### config.mk
export PLATFORM = sky130hd
export DESIGN_NAME = wdt_barkbite
export DESIGN_NICKNAME = d
export VERILOG_FILES = /design/src/rtl/wdt_pkg.sv /design/src/rtl/wdt_prescaler.sv /design/src/rtl/wdt_cfg.sv /design/src/rtl/wdt_core.sv /design/src/rtl/wdt_barkbite.sv
export SDC_FILE = /design/constraint.sdc
export NUM_CORES = 1
export LEC_CHECK = 0
export BUFFER_PORTS_ARGS = -buffer_cell sky130_fd_sc_hd__buf_2
export CAP_MARGIN = 20
export CORE_ASPECT_RATIO = 0.75
export CORE_MARGIN = 4
export CORE_UTILIZATION = 50
export DETAILED_ROUTE_END_ITERATION = 6
export HOLD_SLACK_MARGIN = 0.1
export PLACE_DENSITY = 0.68
export SYNTH_ARGS = -nofsm -noshare
export SYNTH_HDL_FRONTEND = slang
export SYNTH_HIERARCHICAL = 1
export SYNTH_SLANG_ARGS = --single-unit
### constraint.sdc
create_clock -name clk -period 4.45 [get_ports clk]
set_clock_uncertainty 0.15 [all_clocks]
set_input_delay 0.2225 -clock clk [delete_from_list [all_inputs] [get_ports clk]]
set_output_delay 0.2225 -clock clk [all_outputs]
set_load 0.01 [all_outputs]
### src/rtl/wdt_pkg.sv
package wdt_pkg;
  localparam int ADDR_W = 2;

  typedef enum logic [ADDR_W-1:0] {
    REG_CTRL     = 2'd0,
    REG_LIMITS   = 2'd1,
    REG_PRESCALE = 2'd2,
    REG_PET      = 2'd3
  } wdt_reg_e;
endpackage

### src/rtl/wdt_prescaler.sv
module wdt_prescaler #(
  parameter int PRE_W = 8
) (
  input  logic             clk,
  input  logic             rst_n,
  input  logic             run,
  input  logic             clear,
  input  logic [PRE_W-1:0] div,
  output logic             tick
);
  logic [PRE_W-1:0] pre_q;

  function automatic logic at_terminal(input logic [PRE_W-1:0] cur,
                                       input logic [PRE_W-1:0] lim);
    return cur == lim;
  endfunction

  assign tick = run && !clear && at_terminal(pre_q, div);

  always_ff @(posedge clk) begin
    if (!rst_n)               pre_q <= '0;
    else if (!run || clear)   pre_q <= '0;
    else if (tick)            pre_q <= '0;
    else                      pre_q <= pre_q + 1'b1;
  end

  // phase never passes the divisor, and a tick wraps the phase
  assert_pre_bound_R2: assert property (@(posedge clk) disable iff (!rst_n)
    pre_q <= div);
  assert_tick_wraps_R2: assert property (@(posedge clk) disable iff (!rst_n)
    tick |=> pre_q == '0);
endmodule

### src/rtl/wdt_cfg.sv
module wdt_cfg
  import wdt_pkg::*;
#(
  parameter int CNT_W    = 16,
  parameter int PRE_W    = 8,
  parameter int DEF_BARK = 11,
  parameter int DEF_BITE = 12,
  parameter int DEF_DIV  = 0
) (
  input  logic               clk,
  input  logic               rst_n,
  input  logic               wr_en,
  input  logic [ADDR_W-1:0]  wr_addr,
  input  logic [2*CNT_W-1:0] wr_data,
  output logic               en,
  output logic [CNT_W-1:0]   bark_lim,
  output logic [CNT_W-1:0]   bite_lim,
  output logic [PRE_W-1:0]   div,
  output logic               pet,
  output logic               lim_load,
  output logic               pre_clear,
  output logic               ctrl_on,
  output logic [CNT_W-1:0]   reload_val
);
  logic             en_q;
  logic [CNT_W-1:0] bark_q, bite_q;
  logic [PRE_W-1:0] div_q;
  logic             wr_ctrl, wr_lim, wr_pre;
  logic [CNT_W-1:0] new_bark, new_bite;

  function automatic logic limits_ok(input logic [CNT_W-1:0] b,
                                     input logic [CNT_W-1:0] t);
    return (b != '0) && (t > b);
  endfunction

  assign wr_ctrl  = wr_en && (wr_addr == REG_CTRL);
  assign wr_lim   = wr_en && (wr_addr == REG_LIMITS);
  assign wr_pre   = wr_en && (wr_addr == REG_PRESCALE);
  assign pet      = wr_en && (wr_addr == REG_PET);
  assign new_bark = wr_data[CNT_W-1:0];
  assign new_bite = wr_data[2*CNT_W-1:CNT_W];
  assign lim_load = wr_lim && limits_ok(new_bark, new_bite);
  assign pre_clear = wr_pre;
  assign ctrl_on  = wr_ctrl && wr_data[0] && !en_q;
  assign reload_val = lim_load ? new_bite : bite_q;

  always_ff @(posedge clk) begin
    if (!rst_n) begin
      en_q   <= 1'b0;
      bark_q <= CNT_W'(DEF_BARK);
      bite_q <= CNT_W'(DEF_BITE);
      div_q  <= PRE_W'(DEF_DIV);
    end else begin
      if (wr_ctrl)  en_q <= wr_data[0];
      if (lim_load) begin
        bark_q <= new_bark;
        bite_q <= new_bite;
      end
      if (wr_pre)   div_q <= wr_data[PRE_W-1:0];
    end
  end

  assign en       = en_q;
  assign bark_lim = bark_q;
  assign bite_lim = bite_q;
  assign div      = div_q;

  // held limits are always ordered, and a refused write changes nothing
  assert_limit_order_R8: assert property (@(posedge clk) disable iff (!rst_n)
    (bark_q != '0) && (bite_q > bark_q));
  assert_reject_keeps_R8: assert property (@(posedge clk) disable iff (!rst_n)
    (wr_lim && !lim_load) |=> ($stable(bark_q) && $stable(bite_q)));
endmodule

### src/rtl/wdt_core.sv
module wdt_core #(
  parameter int CNT_W    = 16,
  parameter int DEF_BITE = 12
) (
  input  logic             clk,
  input  logic             rst_n,
  input  logic             en,
  input  logic             tick,
  input  logic             restart,
  input  logic [CNT_W-1:0] reload_val,
  input  logic [CNT_W-1:0] bark_lim,
  input  logic [CNT_W-1:0] bite_lim,
  input  logic             bark_ack,
  output logic             bark_irq,
  output logic             bite_rst
);
  logic [CNT_W-1:0] cnt_q, cnt_dec;
  logic             counting, bark_hit, bite_hit;
  logic             bark_q, bite_q;

  // remaining count at which the early stage fires
  function automatic logic [CNT_W-1:0] bark_mark(input logic [CNT_W-1:0] b,
                                                 input logic [CNT_W-1:0] t);
    return t - b;
  endfunction

  assign counting = en && !restart && tick && (cnt_q != '0);
  assign cnt_dec  = cnt_q - 1'b1;
  assign bark_hit = counting && (cnt_dec == bark_mark(bark_lim, bite_lim));
  assign bite_hit = counting && (cnt_dec == '0);

  always_ff @(posedge clk) begin
    if (!rst_n)                cnt_q <= CNT_W'(DEF_BITE);
    else if (!en || restart)   cnt_q <= reload_val;
    else if (counting)         cnt_q <= cnt_dec;
  end

  always_ff @(posedge clk) begin
    if (!rst_n)                bark_q <= 1'b0;
    else if (!en || restart)   bark_q <= 1'b0;
    else if (bark_hit)         bark_q <= 1'b1;
    else if (bark_ack)         bark_q <= 1'b0;
  end

  always_ff @(posedge clk) begin
    if (!rst_n)                bite_q <= 1'b0;
    else if (bite_hit)         bite_q <= 1'b1;
  end

  assign bark_irq = bark_q;
  assign bite_rst = bite_q;

  assert_bite_sticky_R4: assert property (@(posedge clk) disable iff (!rst_n)
    bite_q |=> bite_q);
  assert_bite_at_zero_R4: assert property (@(posedge clk) disable iff (!rst_n)
    $rose(bite_q) |-> (cnt_q == '0));
  assert_ack_clears_R5: assert property (@(posedge clk) disable iff (!rst_n)
    (bark_q && bark_ack && !bark_hit) |=> !bark_q);
  assert_pet_clears_R6: assert property (@(posedge clk) disable iff (!rst_n)
    restart |=> !bark_q);
  assert_pet_wins_R7: assert property (@(posedge clk) disable iff (!rst_n)
    restart |=> !$rose(bite_q));
  assert_quiet_off_R9: assert property (@(posedge clk) disable iff (!rst_n)
    !en |=> (!bark_q && !$rose(bite_q)));
  assert_reload_R10: assert property (@(posedge clk) disable iff (!rst_n)
    restart |=> (cnt_q == bite_lim));
endmodule

### src/rtl/wdt_barkbite.sv
module wdt_barkbite
  import wdt_pkg::*;
#(
  parameter int CNT_W    = 16,
  parameter int PRE_W    = 8,
  parameter int DEF_BARK = 11,
  parameter int DEF_BITE = 12,
  parameter int DEF_DIV  = 0
) (
  input  logic               clk,
  input  logic               rst_n,
  input  logic               wr_en,
  input  logic [1:0]         wr_addr,
  input  logic [2*CNT_W-1:0] wr_data,
  input  logic               bark_ack,
  output logic               bark_irq,
  output logic               bite_rst
);
  logic             en, pet, lim_load, pre_clear, ctrl_on, restart, tick;
  logic [CNT_W-1:0] bark_lim, bite_lim, reload_val;
  logic [PRE_W-1:0] div;

  wdt_cfg #(
    .CNT_W(CNT_W), .PRE_W(PRE_W), .DEF_BARK(DEF_BARK),
    .DEF_BITE(DEF_BITE), .DEF_DIV(DEF_DIV)
  ) u_cfg (
    .clk(clk), .rst_n(rst_n), .wr_en(wr_en), .wr_addr(wr_addr),
    .wr_data(wr_data), .en(en), .bark_lim(bark_lim), .bite_lim(bite_lim),
    .div(div), .pet(pet), .lim_load(lim_load), .pre_clear(pre_clear),
    .ctrl_on(ctrl_on), .reload_val(reload_val)
  );

  // every event that starts a fresh measurement window
  assign restart = pet || lim_load || ctrl_on;

  wdt_prescaler #(.PRE_W(PRE_W)) u_pre (
    .clk(clk), .rst_n(rst_n), .run(en), .clear(restart || pre_clear),
    .div(div), .tick(tick)
  );

  wdt_core #(.CNT_W(CNT_W), .DEF_BITE(DEF_BITE)) u_core (
    .clk(clk), .rst_n(rst_n), .en(en), .tick(tick), .restart(restart),
    .reload_val(reload_val), .bark_lim(bark_lim), .bite_lim(bite_lim),
    .bark_ack(bark_ack), .bark_irq(bark_irq), .bite_rst(bite_rst)
  );

  assert_reset_quiet_R1: assert property (@(posedge clk)
    !rst_n |=> (!bark_irq && !bite_rst));
endmodule

==> impl_metrics.json, run 1 <==
{
  "status": "finished, final reports clean",
  "io_pins": 40,
  "syn_to_final_growth_pct": 17.91,
  "dp_hpwl_um": 9844,
  "post-route-period-util_pct": 97.78,
  "grt_max_degree": 63,
  "maxCapViolCount": 0,
  "die_area_um2": 12020,
  "async_reset_ff_share_pct": 0,
  "clock_path_buffers": 2,
  "holdCritPathClass": "in2reg",
  "ys_warn_count": 6,
  "cp_data_arrival_time_ns": 4.47,
  "ys_types": 67,
  "vias_per_cell": 5.586,
  "max_clock_freq_mhz": 229.8,
  "drtIter0Drc": 271,
  "final_nets": 754,
  "ff_latch_area_um2": 1341,
  "via_count": 4558,
  "maxSlewHeadroom_pct": 50.03,
  "fin_crit_ns": 4.351,
  "placedInstanceArea_um2": 5374,
  "syn-num-nets": 702,
  "setup_viol_count_final": 0,
  "overflow": 0,
  "grt_use_total_pct": 23.43,
  "dpl.cell_count": 767,
  "worstSetupPathType": "in2reg",
  "max_stage_delay_ns": 0.60,
  "ant_nets": 0,
  "cp-end-kind": "flip-flop",
  "wirelength_um": 13470,
  "synth-edff-count": 0,
  "drt-pass1-iter-count": 4,
  "setup_slack_ns": 0.09900,
  "die_height_um": 95.95,
  "ys_ff_latch": 67,
  "drc": 0,
  "vdd_drop_max_mv": 0.2180,
  "finalNonFillerCells": 816,
  "finalPower_mw": 1.816,
  "num_rows": 31,
  "cp_cell_sequence": "dlygate4sd3_1 > buf_2 > inv_1 > ha_1 > nand4_1 > or4_1 > o21ai_2 > a31oi_4 > or4_1 > nand3b_1 > nor3_4 > o31ai_2 > nor2_1 > o2111ai_1 > nor4_1 > o2111ai_2 > o21ai_1",
  "cts.sinks": 67,
  "grt_util_met2_pct": 38.46,
  "syn_inst": 627,
  "hold_viol": 0,
  "fillers": 849,
  "cp_common_cell": "or4_1",
  "synth_flop_cell": "dfxtp_1",
  "dp_slack_ns": 0.1436,
  "clock_latency_ns": 0.34,
  "wl_per_cell_um": 16.51,
  "cts.clk_slew.worst_paths_ns": 0.06,
  "p_sw_uw": 493.7,
  "synth_area_per_cell_um2": 8.224,
  "numCtsBuffers": 9,
  "pwr-share-comb_pct": 18.6,
  "power.internal_mw": 1.322,
  "cts_setup_buffers": 0,
  "grt_use_met3_pct": 5.713,
  "synth_seq_area_share_pct": 26.01,
  "seq_power_share_pct": 34.9,
  "grt_pass1_wl_um": 22600,
  "multi_input_area_um2": 3518,
  "htree_levels": 3,
  "finalInstanceArea_um2": 6080,
  "met1_usage_pct": 30.64,
  "die_w_um": 125.3,
  "clkPwrFrac_pct": 46.5,
  "io_buffers": 39,
  "cts_tree": "yes",
  "drive_above_1_share_pct": 13.89,
  "cp.required_ns": 4.57,
  "worstMarginPinSlew_ns": 0.7496,
  "critPathMaxFanout": 7,
  "crit_path_top_delay_cell": "or4_1",
  "startpoint_type": "input port",
  "grt_pass1_vias": 4489,
  "power_density_nw_per_um2": 298.7,
  "routabilityCongestion": 0.9071,
  "busiest_layer": "met2",
  "cts-root-buf": "clkbuf_16",
  "finalSetupTns_ns": 0,
  "p_leak_nw": 2.618,
  "diodes": 0,
  "swShare_pct": 27.19,
  "maxSlewViolCount": 0,
  "core_area_um2": 9852,
  "syn_area_um2": 5156,
  "start_util_pct": 52.34,
  "antenna_found_initial": 0
}
==> state kept, by name (all words and copies together), names as in the netlist <==
signal / cells
u_cfg/bark_lim: 16
u_cfg/bite_lim: 16
u_core/cnt_q: 16
u_cfg/div: 8
u_pre/pre_q: 8
u_cfg/en: 1
u_core/bark_irq: 1
u_core/bite_rst: 1
==> per-layer routing <==
metal | part of all wire [%] | wire [um] | vias up
met4 | 2.0 | 266 | 0
met1 | 48 | 6430 | 2135
met3 | 5.4 | 726 | 28
li1 | - | - | 2270
met2 | 45 | 6051 | 125
met5 | 0 | 0 | -
==> final cells by class <==
class	instances	share of cell area, %
multi-input cells	485	57.87
inverters	40	2.470
repair buffers	76	9.138
clock inverters	7	2.037
clock buffers	9	3.704
well taps	132	2.717
flip-flops and latches	67	22.06
==> layout by cell type (no fill, tap or decap), types with 3 or more instances in the layout <==
cell type      instances
nand2_1              111
dfxtp_1               67
xnor2_1               43
buf_2                 39
inv_1                 39
ha_1                  36
nor2_1                34
dlygate4sd3_1         33
mux2i_1               33
xor2_1                25
a21oi_1               22
nand3_1               17
mux2_2                16
nor2b_1               15
o211a_1               13
a21boi_0              10
clkbuf_16              9
nor4_1                 8
o21ai_0                7
or4_1                  6
nand4_1                6
nor3_1                 6
nand2b_1               5
o211ai_1               5
buf_4                  4
and3_1                 4
or3_1                  4
nand3b_1               4
bufinv_16              3
a21o_1                 3
a31oi_1                3
o21a_1                 3
==> worst max-delay path: cells and delay by family <==
kind                     cells  cell delay (ns)
buffers and inverters        3             0.69
adder cells (fa/ha/maj)      1             0.29
AO/OA/AOI/OAI                6             0.95
AND/OR/NAND/NOR              7             2.30
==> cells in the mapped netlist (8+ instances only) <==
cell / instances / area (um^2)
xnor2_1: 43 / 376.6
mux2i_1: 33 / 330.3
xor2_1: 25 / 219.0
nor2b_1: 16 / 100.1
a21boi_0: 10 / 75.07
o211a_1: 13 / 130.1
nor2_1: 34 / 127.6
ha_1: 36 / 450.4
dfxtp_1: 67 / 1341
clkbuf_1: 22 / 82.58
nor4_1: 8 / 50.05
inv_1: 39 / 146.4
nand2_1: 111 / 416.7
a21oi_1: 22 / 110.1
nand3_1: 17 / 85.08
mux2_2: 16 / 180.2
==> power groups by stage <==
stage	registers, mW	clock network [mW]	logic, mW
floorplan	0.637	0	0.233
global placement	0.646	0	0.295
detailed placement	0.647	0	0.303
CTS	0.634	0.858	0.328
global route	0.636	0.890	0.372
finish	0.634	0.844	0.338
==> path summary, 6_finish.rpt <==
kind / from / endpoint / slack (ns) / depth (start not counted)
max: wr_data[9] / u_core/bark_irq$_SDFFE_PP0P_ / 0.1 / 17
max reg2reg: u_core/cnt_q[0]$_SDFFE_PN0P_ / u_core/bark_irq$_SDFFE_PP0P_ / 0.91 / 9
min: rst_n / u_core/cnt_q[2]$_SDFFE_PN1P_ / 0.17 / 2
min reg2reg: u_cfg/bark_lim[6]$_SDFFE_PN0P_ / u_cfg/bark_lim[6]$_SDFFE_PN0P_ / 0.31 / 2
==> cell families (layout without fill, tap and decap cells) <==
group	after synthesis	after routing	share of synthesized area [%]
mux	50	50	10.12
flops	67	67	26.01
simple gates	236	236	22.16
compound gates	91	91	13.39
xor+xnor	71	71	12.89
buf+inv	75	132	6.309
fa+ha+maj	37	37	9.124
==> metrics by stage <==
step	util (%)	hold WS (ns)
2_1_floorplan	-	0.2146
3_5_place_dp	54.55	0.3034
4_1_cts	61.44	0.1533
5_1_grt	61.71	0.1926
3_3_place_gp	54.55	0.2943
6_report	61.71	0.1683
==> repair_timing <==
item / 4_1_cts / 5_1_grt
resized for setup: 0 / 5
hold buffers: 33 / 0
hold endpoints to repair: 39 / 0
endpoints found under the setup margin: 0 / 5
Note: power is estimated with default switching activity, not from simulation.
==> run 2, diff against run 1 <==
--- a/config.mk
+++ b/config.mk
@@ -12,7 +12,7 @@
 export CORE_UTILIZATION = 50
 export DETAILED_ROUTE_END_ITERATION = 6
 export HOLD_SLACK_MARGIN = 0.1
-export PLACE_DENSITY = 0.68
+export PLACE_DENSITY = 0.71
 export SYNTH_ARGS = -nofsm -noshare
 export SYNTH_HDL_FRONTEND = slang
 export SYNTH_HIERARCHICAL = 1
==> constraint.sdc (replaced) <==
create_clock -name clk -period 3.65 [get_ports clk]
set_clock_uncertainty 0.15 [all_clocks]
set_input_delay 0.1825 -clock clk [delete_from_list [all_inputs] [get_ports clk]]
set_output_delay 0.1825 -clock clk [all_outputs]
set_load 0.01 [all_outputs]
==> impl_metrics.json, run 2 (synthesis results as in run 1) <==
{
  "setup_viol_count_final": 0,
  "final_common_cell": "nand2_1",
  "numCtsBuffers": 9,
  "finalNonFillerCells": 840,
  "wirelength_um": 14480,
  "die_height_um": 95.95,
  "dp_slack_ns": -0.1725,
  "worstSetupPathType": "in2reg",
  "clock_path_buffers": 2,
  "fillers": 845,
  "hold_viol": 0,
  "setup_slack_ns": 0.1618,
  "finalPower_mw": 2.186,
  "cts_tree": "yes",
  "grt_pass1_wl_um": 23470,
  "cts-root-buf": "clkbuf_16",
  "multi_input_area_um2": 3566,
  "cts.sinks": 67,
  "startpoint_type": "input port",
  "syn_to_final_growth_pct": 21.96,
  "cts.clk_slew.worst_paths_ns": 0.05,
  "drtIter0Drc": 430,
  "post-route-period-util_pct": 95.57,
  "critPathMaxFanout": 5,
  "die_area_um2": 12020,
  "grt_use_total_pct": 24.68,
  "clock_latency_ns": 0.34,
  "overflow": 0,
  "final_nets": 778,
  "cp-end-kind": "flip-flop",
  "drive_above_1_share_pct": 17.94,
  "ff_latch_area_um2": 1341,
  "power_density_nw_per_um2": 347.7,
  "core_area_um2": 9852,
  "cp.required_ns": 3.73,
  "die_w_um": 125.3,
  "finalInstanceArea_um2": 6289,
  "drt-pass1-iter-count": 5,
  "crit_path_top_delay_cell": "dlygate4sd3_1",
  "vdd_drop_max_mv": 0.2479,
  "placedInstanceArea_um2": 5583,
  "timing.hold.ws_ns": 0.1035,
  "antenna_found_initial": 0,
  "via_count": 4674,
  "cp_common_cell": "buf_4",
  "start_util_pct": 52.34,
  "maxSlewHeadroom_pct": 50.38,
  "holdCritPathClass": "in2reg",
  "io_pins": 40,
  "maxCapViolCount": 0,
  "drc": 0,
  "vias_per_cell": 5.564,
  "cp_data_arrival_time_ns": 3.57,
  "wl_per_cell_um": 17.23,
  "cp_cell_sequence": "dlygate4sd3_1 > buf_4 > inv_1 > ha_1 > o211ai_1 > a21o_1 > a31oi_4 > or4_4 > nand3b_1 > nor3_4 > o31a_1 > buf_4 > nand3_1 > xor2_1 > nand2_1 > o211a_1",
  "num_rows": 31,
  "diodes": 0,
  "grt_pass1_vias": 4582,
  "status": "finished, final reports clean",
  "htree_levels": 3,
  "worstMarginPinSlew_ns": 0.7442,
  "max_stage_delay_ns": 0.52,
  "dpl.cell_count": 793,
  "p_leak_nw": 2.729,
  "maxSlewViolCount": 0,
  "ant_nets": 0,
  "routabilityCongestion": 0.9263,
  "grt_max_degree": 52,
  "io_buffers": 39,
  "dp_hpwl_um": 10430,
  "layout_common_cells": "nand2_1 (110), dfxtp_1 (67), xnor2_1 (43)",
  "fin_crit_ns": 3.488,
  "max_clock_freq_mhz": 286.7
}
## run 2: cell count changes in the layout (fill, tap and decap cells not counted), sizes merged
cell	previous run	this run
inv	40	39
clkinvlp	1	2
buf	43	68
bufinv	3	2
dlygate4sd3	33	32
clkbuf	9	10
## run 2: cell type report
type,instances,share of cell area [%]
multi-input combinational,485,56.71
sequential,67,21.33
tap,132,2.626
clock inverter,6,1.413
inverter,40,2.388
clock buffer,10,3.800
timing repair buffer,100,11.74
## run 2: path summary, 6_finish.rpt
path	startpoint	to	slack, ns	depth (start not counted)
worst max-delay path	wr_data[2]	u_core/cnt_q[11]$_SDFFE_PN0P_	0.16	16
worst min-delay path	wr_data[9]	u_cfg/bark_lim[9]$_SDFFE_PN0P_	0.10	4
worst max register to register	u_core/cnt_q[0]$_SDFFE_PN0P_	u_core/bark_irq$_SDFFE_PP0P_	0.40	9
worst min register to register	u_cfg/bark_lim[11]$_SDFFE_PN0P_	u_cfg/bark_lim[11]$_SDFFE_PN0P_	0.31	2
## run 2: power breakdown
| group | internal [mW] | total, mW | switching, mW | leakage [nW] |
|---|---|---|---|---|
| registers | 0.750 | 0.774 | 0.0235 | 0.542 |
| clock network | 0.617 | 0.970 | 0.354 | 0.155 |
| logic | 0.211 | 0.442 | 0.232 | 2.03 |
| total | 1.58 | 2.19 | 0.609 | 2.73 |
## run 2: stage by stage
stage / TNS, ns / utilization (%)
2_1_floorplan: 0 / -
3_3_place_gp: -0.08586 / 56.67
3_5_place_dp: -1.444 / 56.67
4_1_cts: 0 / 63.25
5_1_grt: -0.1312 / 63.83
6_report: 0 / 63.83
## run 2: worst max-delay path: cells and delay by family
kind / cells / cell delay [ns]
XOR/XNOR: 1 / 0.15
AO/OA/AOI/OAI: 5 / 0.92
AND/OR/NAND/NOR: 5 / 1.10
buffers and inverters: 4 / 0.91
adder cells (fa/ha/maj): 1 / 0.30
## run 2: metal layers
metal  routed length [um]  global-route usage (%)  up-vias
li1                     -                       -     2313
met1                 6815                   32.68     2192
met2                 6457                   40.38      145
met3                  905                   5.103       24
met4                  299                   8.755        0
met5                    0                       0        -
## run 2: what timing repair did
action,4_1_cts,5_1_grt
endpoints found under the setup margin,0,16
hold buffers,32,1
setup buffers,0,1
gates resized for setup,0,13
endpoints found under the hold margin,39,2
